File: config.mk
export PLATFORM = sky130hd
export DESIGN_NAME = rtc_calendar
export DESIGN_NICKNAME = d
export VERILOG_FILES = /design/src/rtl/rtc_pkg.sv /design/src/rtl/rtc_bcd_wrap.sv /design/src/rtl/rtc_hour_unit.sv /design/src/rtl/rtc_date_unit.sv /design/src/rtl/rtc_calendar.sv
export SDC_FILE = /design/constraint.sdc
export NUM_CORES = 1
export LEC_CHECK = 0
export CAP_MARGIN = 20
export CORE_UTILIZATION = 50
export CTS_CLUSTER_SIZE = 25
export DETAILED_ROUTE_END_ITERATION = 12
export GPL_ROUTABILITY_DRIVEN = 1
export HOLD_SLACK_MARGIN = 0.02
export PLACE_DENSITY = 0.8
export SYNTH_ARGS = -nofsm -noshare
export SYNTH_HDL_FRONTEND = slang
export SYNTH_SLANG_ARGS = --single-unit
File: constraint.sdc
create_clock -name clk -period 5.1 [get_ports clk]
set_clock_uncertainty 0.15 [all_clocks]
set_input_delay 1.02 -clock clk [delete_from_list [all_inputs] [get_ports clk]]
set_output_delay 1.02 -clock clk [all_outputs]
set_load 0.1 [all_outputs]
File: src/rtl/rtc_pkg.sv
package rtc_pkg;
  localparam int REG_W  = 8;
  localparam int N_REGS = 8;
  localparam int BUS_W  = REG_W * N_REGS;

  typedef logic [REG_W-1:0] bcd_byte_t;

  // Binary value of a two-digit BCD byte
  function automatic bcd_byte_t bcd2bin(input bcd_byte_t b);
    return ({4'd0, b[7:4]} * 8'd10) + {4'd0, b[3:0]};
  endfunction

  // BCD increment by one
  function automatic bcd_byte_t bcd_inc(input bcd_byte_t b);
    return (b[3:0] == 4'd9) ? {b[7:4] + 4'd1, 4'd0} : {b[7:4], b[3:0] + 4'd1};
  endfunction
endpackage

File: src/rtl/rtc_bcd_wrap.sv
module rtc_bcd_wrap
  import rtc_pkg::*;
#(
  parameter bcd_byte_t LO   = 8'd0,
  parameter bcd_byte_t HI   = 8'd99,
  parameter bcd_byte_t KEEP = 8'hFF
) (
  input  logic      clk,
  input  logic      rst_n,
  input  logic      ld,
  input  bcd_byte_t ld_val,
  input  logic      step,
  output bcd_byte_t q,
  output logic      carry
);
  localparam bcd_byte_t LO_BCD = 8'((LO / 10) * 16 + (LO % 10));

  assign carry = step && (bcd2bin(q) >= HI);

  always_ff @(posedge clk or negedge rst_n) begin
    if (!rst_n)    q <= LO_BCD;
    else if (ld)   q <= ld_val & KEEP;
    else if (step) q <= carry ? LO_BCD : bcd_inc(q);
  end

  AST_WRAP_TO_LO: assert property (@(posedge clk) disable iff (!rst_n)
    (step && !ld && bcd2bin(q) >= HI) |=> (q == LO_BCD));
endmodule

File: src/rtl/rtc_hour_unit.sv
module rtc_hour_unit
  import rtc_pkg::*;
(
  input  logic      clk,
  input  logic      rst_n,
  input  logic      ld,
  input  bcd_byte_t ld_val,
  input  logic      step,
  output bcd_byte_t hr_q,
  output logic      carry
);
  bcd_byte_t hr_d, inc12, inc24, bin12, bin24;

  assign inc12 = bcd_inc({3'b000, hr_q[4:0]});
  assign inc24 = bcd_inc({2'b00, hr_q[5:0]});
  assign bin12 = bcd2bin({3'b000, hr_q[4:0]});
  assign bin24 = bcd2bin({2'b00, hr_q[5:0]});

  always_comb begin
    hr_d  = hr_q;
    carry = 1'b0;
    if (step) begin
      if (hr_q[7]) begin
        if (bin12 == 8'd11) begin
          hr_d  = {2'b10, ~hr_q[5], 5'h12};
          carry = hr_q[5];
        end else if (bin12 >= 8'd12) begin
          hr_d  = {2'b10, hr_q[5], 5'h01};
        end else begin
          hr_d  = {hr_q[7:5], inc12[4:0]};
        end
      end else begin
        if (bin24 >= 8'd23) begin
          hr_d  = 8'h00;
          carry = 1'b1;
        end else begin
          hr_d  = {2'b00, inc24[5:0]};
        end
      end
    end
  end

  always_ff @(posedge clk or negedge rst_n) begin
    if (!rst_n)  hr_q <= 8'h00;
    else if (ld) hr_q <= ld_val & 8'hBF;
    else         hr_q <= hr_d;
  end

  AST_PM_FLIP: assert property (@(posedge clk) disable iff (!rst_n)
    (step && !ld && hr_q[7] && hr_q[4:0] == 5'h11) |=> (hr_q[5] != $past(hr_q[5])));
  AST_H24_WRAP: assert property (@(posedge clk) disable iff (!rst_n)
    (step && !ld && !hr_q[7] && hr_q[5:0] == 6'h23) |=> (hr_q == 8'h00));
endmodule

File: src/rtl/rtc_date_unit.sv
module rtc_date_unit
  import rtc_pkg::*;
(
  input  logic      clk,
  input  logic      rst_n,
  input  logic      ld,
  input  bcd_byte_t ld_day,
  input  bcd_byte_t ld_date,
  input  logic      step,
  input  bcd_byte_t month_q,
  input  bcd_byte_t year_q,
  output bcd_byte_t day_q,
  output bcd_byte_t date_q,
  output logic      carry
);
  logic      leap;
  bcd_byte_t mon_bin, last_day;

  // Divisible by 4: even tens with units 0/4/8, odd tens with units 2/6
  assign leap = year_q[4] ? (year_q[3:0] == 4'd2 || year_q[3:0] == 4'd6)
                          : (year_q[3:0] == 4'd0 || year_q[3:0] == 4'd4 ||
                             year_q[3:0] == 4'd8);
  assign mon_bin = bcd2bin(month_q);

  always_comb begin
    case (mon_bin)
      8'd2:                       last_day = leap ? 8'd29 : 8'd28;
      8'd4, 8'd6, 8'd9, 8'd11:    last_day = 8'd30;
      default:                    last_day = 8'd31;
    endcase
  end

  assign carry = step && (bcd2bin(date_q) >= last_day);

  always_ff @(posedge clk or negedge rst_n) begin
    if (!rst_n) begin
      day_q  <= 8'h01;
      date_q <= 8'h01;
    end else if (ld) begin
      day_q  <= ld_day & 8'h37;
      date_q <= ld_date & 8'h3F;
    end else if (step) begin
      day_q[2:0] <= (day_q[2:0] >= 3'd7) ? 3'd1 : day_q[2:0] + 3'd1;
      date_q     <= carry ? 8'h01 : bcd_inc(date_q);
    end
  end

  AST_DATE_RESTART: assert property (@(posedge clk) disable iff (!rst_n)
    (carry && !ld) |=> (date_q == 8'h01));
  AST_DOW_NONZERO: assert property (@(posedge clk) disable iff (!rst_n)
    (step && !ld) |=> (day_q[2:0] != 3'd0));
endmodule

File: src/rtl/rtc_calendar.sv
module rtc_calendar
  import rtc_pkg::*;
(
  input  logic             clk,
  input  logic             rst_n,
  input  logic             tick,
  input  logic             ld_en,
  input  logic [BUS_W-1:0] ld_data,
  output logic [BUS_W-1:0] time_q,
  output logic             halt,
  output logic             rst_pin_ignore
);
  localparam int N_LOW = 3;
  localparam bcd_byte_t HI_T   [N_LOW] = '{8'd99, 8'd59, 8'd59};
  localparam bcd_byte_t KEEP_T [N_LOW] = '{8'hFF, 8'h7F, 8'h7F};

  logic             run;
  logic [N_LOW-1:0] low_step, low_carry;
  bcd_byte_t        low_q [N_LOW];
  bcd_byte_t        hr_q, day_q, date_q, month_q, year_q;
  logic             hr_carry, date_carry, month_carry, year_carry;

  assign run      = tick && !day_q[5];
  assign low_step = {low_carry[N_LOW-2:0], run};

  for (genvar i = 0; i < N_LOW; i++) begin : g_low
    rtc_bcd_wrap #(.LO(8'd0), .HI(HI_T[i]), .KEEP(KEEP_T[i])) u_cnt (
      .clk(clk), .rst_n(rst_n), .ld(ld_en), .ld_val(ld_data[REG_W*i +: REG_W]),
      .step(low_step[i]), .q(low_q[i]), .carry(low_carry[i]));
  end

  rtc_hour_unit u_hour (
    .clk(clk), .rst_n(rst_n), .ld(ld_en), .ld_val(ld_data[REG_W*3 +: REG_W]),
    .step(low_carry[N_LOW-1]), .hr_q(hr_q), .carry(hr_carry));

  rtc_date_unit u_date (
    .clk(clk), .rst_n(rst_n), .ld(ld_en),
    .ld_day(ld_data[REG_W*4 +: REG_W]), .ld_date(ld_data[REG_W*5 +: REG_W]),
    .step(hr_carry), .month_q(month_q), .year_q(year_q),
    .day_q(day_q), .date_q(date_q), .carry(date_carry));

  rtc_bcd_wrap #(.LO(8'd1), .HI(8'd12), .KEEP(8'h1F)) u_month (
    .clk(clk), .rst_n(rst_n), .ld(ld_en), .ld_val(ld_data[REG_W*6 +: REG_W]),
    .step(date_carry), .q(month_q), .carry(month_carry));

  rtc_bcd_wrap #(.LO(8'd0), .HI(8'd99), .KEEP(8'hFF)) u_year (
    .clk(clk), .rst_n(rst_n), .ld(ld_en), .ld_val(ld_data[REG_W*7 +: REG_W]),
    .step(month_carry), .q(year_q), .carry(year_carry));

  assign time_q = {year_q, month_q, date_q, day_q, hr_q, low_q[2], low_q[1], low_q[0]};
  assign halt           = day_q[5];
  assign rst_pin_ignore = day_q[4];

  AST_HALT_HOLDS: assert property (@(posedge clk) disable iff (!rst_n)
    (!ld_en && halt) |=> $stable(time_q));
  AST_LOAD_FIRST: assert property (@(posedge clk) disable iff (!rst_n)
    ld_en |=> (time_q[7:0] == $past(ld_data[7:0])));
  AST_YEAR_WRAP: assert property (@(posedge clk) disable iff (!rst_n)
    (year_carry && !ld_en) |=> (year_q == 8'h00));
endmodule

==> results.yml <==
outcome:
  status: "complete, no violations"
pwr:
  power_frac_seq: 0.222
  switching_share: 0.508
  ir_worst_vdd_mv: 0.300
  p_int_uw: 1540
  p_switching_uw: 1590
  power_leakage_uw: 0.00326
  power_frac_comb: 0.578
  p_clk_frac: 0.200
  p_per_area_nw_per_um2: 416
clock_tree:
  cts_buffers: 9
  cts_sinks: 60
  postCtsHoldBufs: 0
  post-cts-setup-buffer-count: 0
  path_clk_slew_ps: 60
  cts_root_buf: "clkbuf_16"
  htreeDepth: 3
  cts_max_path_buffers: 2
  cts_tree: "built"
  postCtsResizedCells: 0
  insertion_delay_ps: 340
cells_and_area:
  nFillCells: 944
  regArea_sq_um: 1510
  fin_nets: 962
  drive_gt1_frac: 0.0550
  final_common_cell: "clkdlybuf4s50_1"
  final_cell_mix: "clkdlybuf4s50_1, ha_1, nand2_1"
  antenna_cells: 0
  synthToLayoutAreaGrowth_pct: 27.2
  final_cells: 961
  final_util: 0.658
  multi_input_area_sq_um: 4160
detailed_routing:
  viasPerCell: 6.32
  drt_drc_violations_left: 0
  drtAntennaViolNets: 0
  avgRoutedWirePerCell_um: 17.6
  firstDrtPassIters: 6
  drt_iter0_markers: 414
  routed_wl_mm: 16.9
  via_count: 6077
sta:
  timing.fmax_mhz: 208
  drv_slew: 0
  finalHoldViolCount: 0
  setup_viol: 0
  tightest_slew_ps: 987
  tns_ps: 0
  period_needed_ps: 4800
  period_share: 0.941
  maxSlewHeadroom: 0.340
  rsz0062_at_grt: "false"
critical_path:
  path_max_fanout: 15
  r2r_start: "u_month.q[7]"
  worstSetupEndpointType: "register"
  crit_type: "register to register"
  required_ps: 5180
  setup.worst_path.start: "u_month.q[7]"
  critical_path_arrival_ps: 4870
  critPathLaunchType: "register"
synth:
  synth_cell_type_count: 71
  netlist_area_sq_um: 5930
  ys_warn_count: 0
  synth.avg_cell_area_sq_um: 8.43
  synth_largest_area_cell: "dfrtp_1"
  synth_edf_count: 0
  async_flop_share: 1.00
  yosysSeqAreaShare: 0.254
  synthTopCellsByArea: "dfrtp_1, ha_1, fa_1, o21ai_0, nand2_1"
  syn_inst: 703
  ys_ff_latch: 60
  synth_top_area_share: 0.241
  synthFlopType: "dfrtp_1"
floorplan:
  ios: 134
  fp-row-count: 39
  die-area_sq_um: 12300
  start_util: 0.517
  fp.dieW_um: 111
  core-area_sq_um: 11500
  die_y_um: 111
global_route:
  grt_first_pass_wirelength_mm: 28.6
  grt_overflow: 0
  grt_pass1_vias: 5892
  antenna_found_initial: 0
  grt_max_degree: 80
  grt_usage: 0.281
min_path:
  hold_path.startpoint: "u_date.day_q[5]"
  hp-class: "register to register"
placement:
  dpl.cell_count: 942
  port-buffer-count: 118
  dp_hpwl_mm: 12.2
  gp_congestion: 0.857
flow_run:
  maxCapViolCount: 0
==> state kept, by name, indices dropped and copies added (netlist names) <==
signal	flops
u_date.date_q	8
u_date.day_q	5
u_year.q	8
g_low.u_cnt.q	24
u_hour.hr_q	7
u_month.q	8
==> metal layers <==
layer / up-vias / share of wire / track usage
li1: 2865 / - / -
met1: 2917 / 0.42 / 0.365
met2: 262 / 0.49 / 0.462
met3: 33 / 0.064 / 0.0563
met4: 0 / 0.021 / 0.104
met5: - / 0 / 0
==> worst max-delay path, cell delays in order, from the launching register on <==
cell and delay (ps):
dfrtp_2 460, ha_1 290, ha_1 220, fa_1 420
xor2_1 250, and3_1 190, o211a_1 150, o21ai_0 100
o21bai_1 180, ha_1 260, nand2b_1 90, a21oi_1 70
o311ai_0 340, a32oi_1 180, buf_4 230, or4b_1 630
nand2b_1 200, a32o_1 240
==> power by group through the flow <==
stage               sequential, uW  combinational [uW]  clock [uW]
finish                         697                1810         628
detailed placement             699                1760           0
floorplan                     1150                 872           0
CTS                            693                1790         634
global placement               692                1700           0
global route                   712                1950         656
==> cells by family after synthesis <==
family | synth area share
DFF | 0.254
AOI/OAI and AO/OA | 0.246
muxes | 0.0285
and+or+nand+nor | 0.217
adders and majority gates | 0.187
buffers and inverters | 0.0469
other | 0.000633
xor gates and xnor gates | 0.0192
==> per-stage QoR <==
step / worst slack (ps) / hold WS (ps) / cell area [sq um] / total power (uW)
final: 303 / 429 / 7540 / 3140
after CTS: 178 / 437 / 7500 / 3120
after global routing: 32.7 / 458 / 7540 / 3320
after detailed placement: 184 / 420 / 7190 / 2460
after global placement: 343 / 408 / 7190 / 2390
after floorplan: 5.36 / 574 / 5940 / 2020
==> worst paths after layout <==
| kind | to | slack (ps) | cells past startpoint |
|---|---|---|---|
| setup / recovery | u_month.q[7] | 300 | 17 |
| hold / removal | u_date.day_q[5] | 430 | 1 |
| setup reg to reg | u_month.q[7] | 300 | 17 |
| hold reg to reg | u_date.day_q[5] | 430 | 1 |
| max in group asynchronous | u_date.day_q[0] | 3260 | 2 |
| min in group asynchronous | u_date.date_q[4] | 590 | 1 |
==> synthesized netlist by cell type (all sizes together), types with 8 or more instances <==
cell type and number:
ha 68, nor2 48, o21ai 50, nor3 18, nand3 28, nand4 10
a21oi 42, nor2b 9, fa 13, xor2 9, mux2i 9, dfrtp 57
buf 9, or3 8, a31oi 20, inv 36, o211ai 12, nand2b 9
a21o 10, and2 12, clkbuf 22, nand2 63
==> area by class of cell <==
| cell class | instances | area share |
|---|---|---|
| well taps | 143 | 0.0237 |
| clock inverters | 4 | 0.00631 |
| repair buffers | 127 | 0.167 |
| multi-input cells | 579 | 0.551 |
| flip-flops and latches | 60 | 0.200 |
| clock buffers | 12 | 0.0340 |
| inverters | 36 | 0.0179 |
Power figures use the tool's default switching activity.
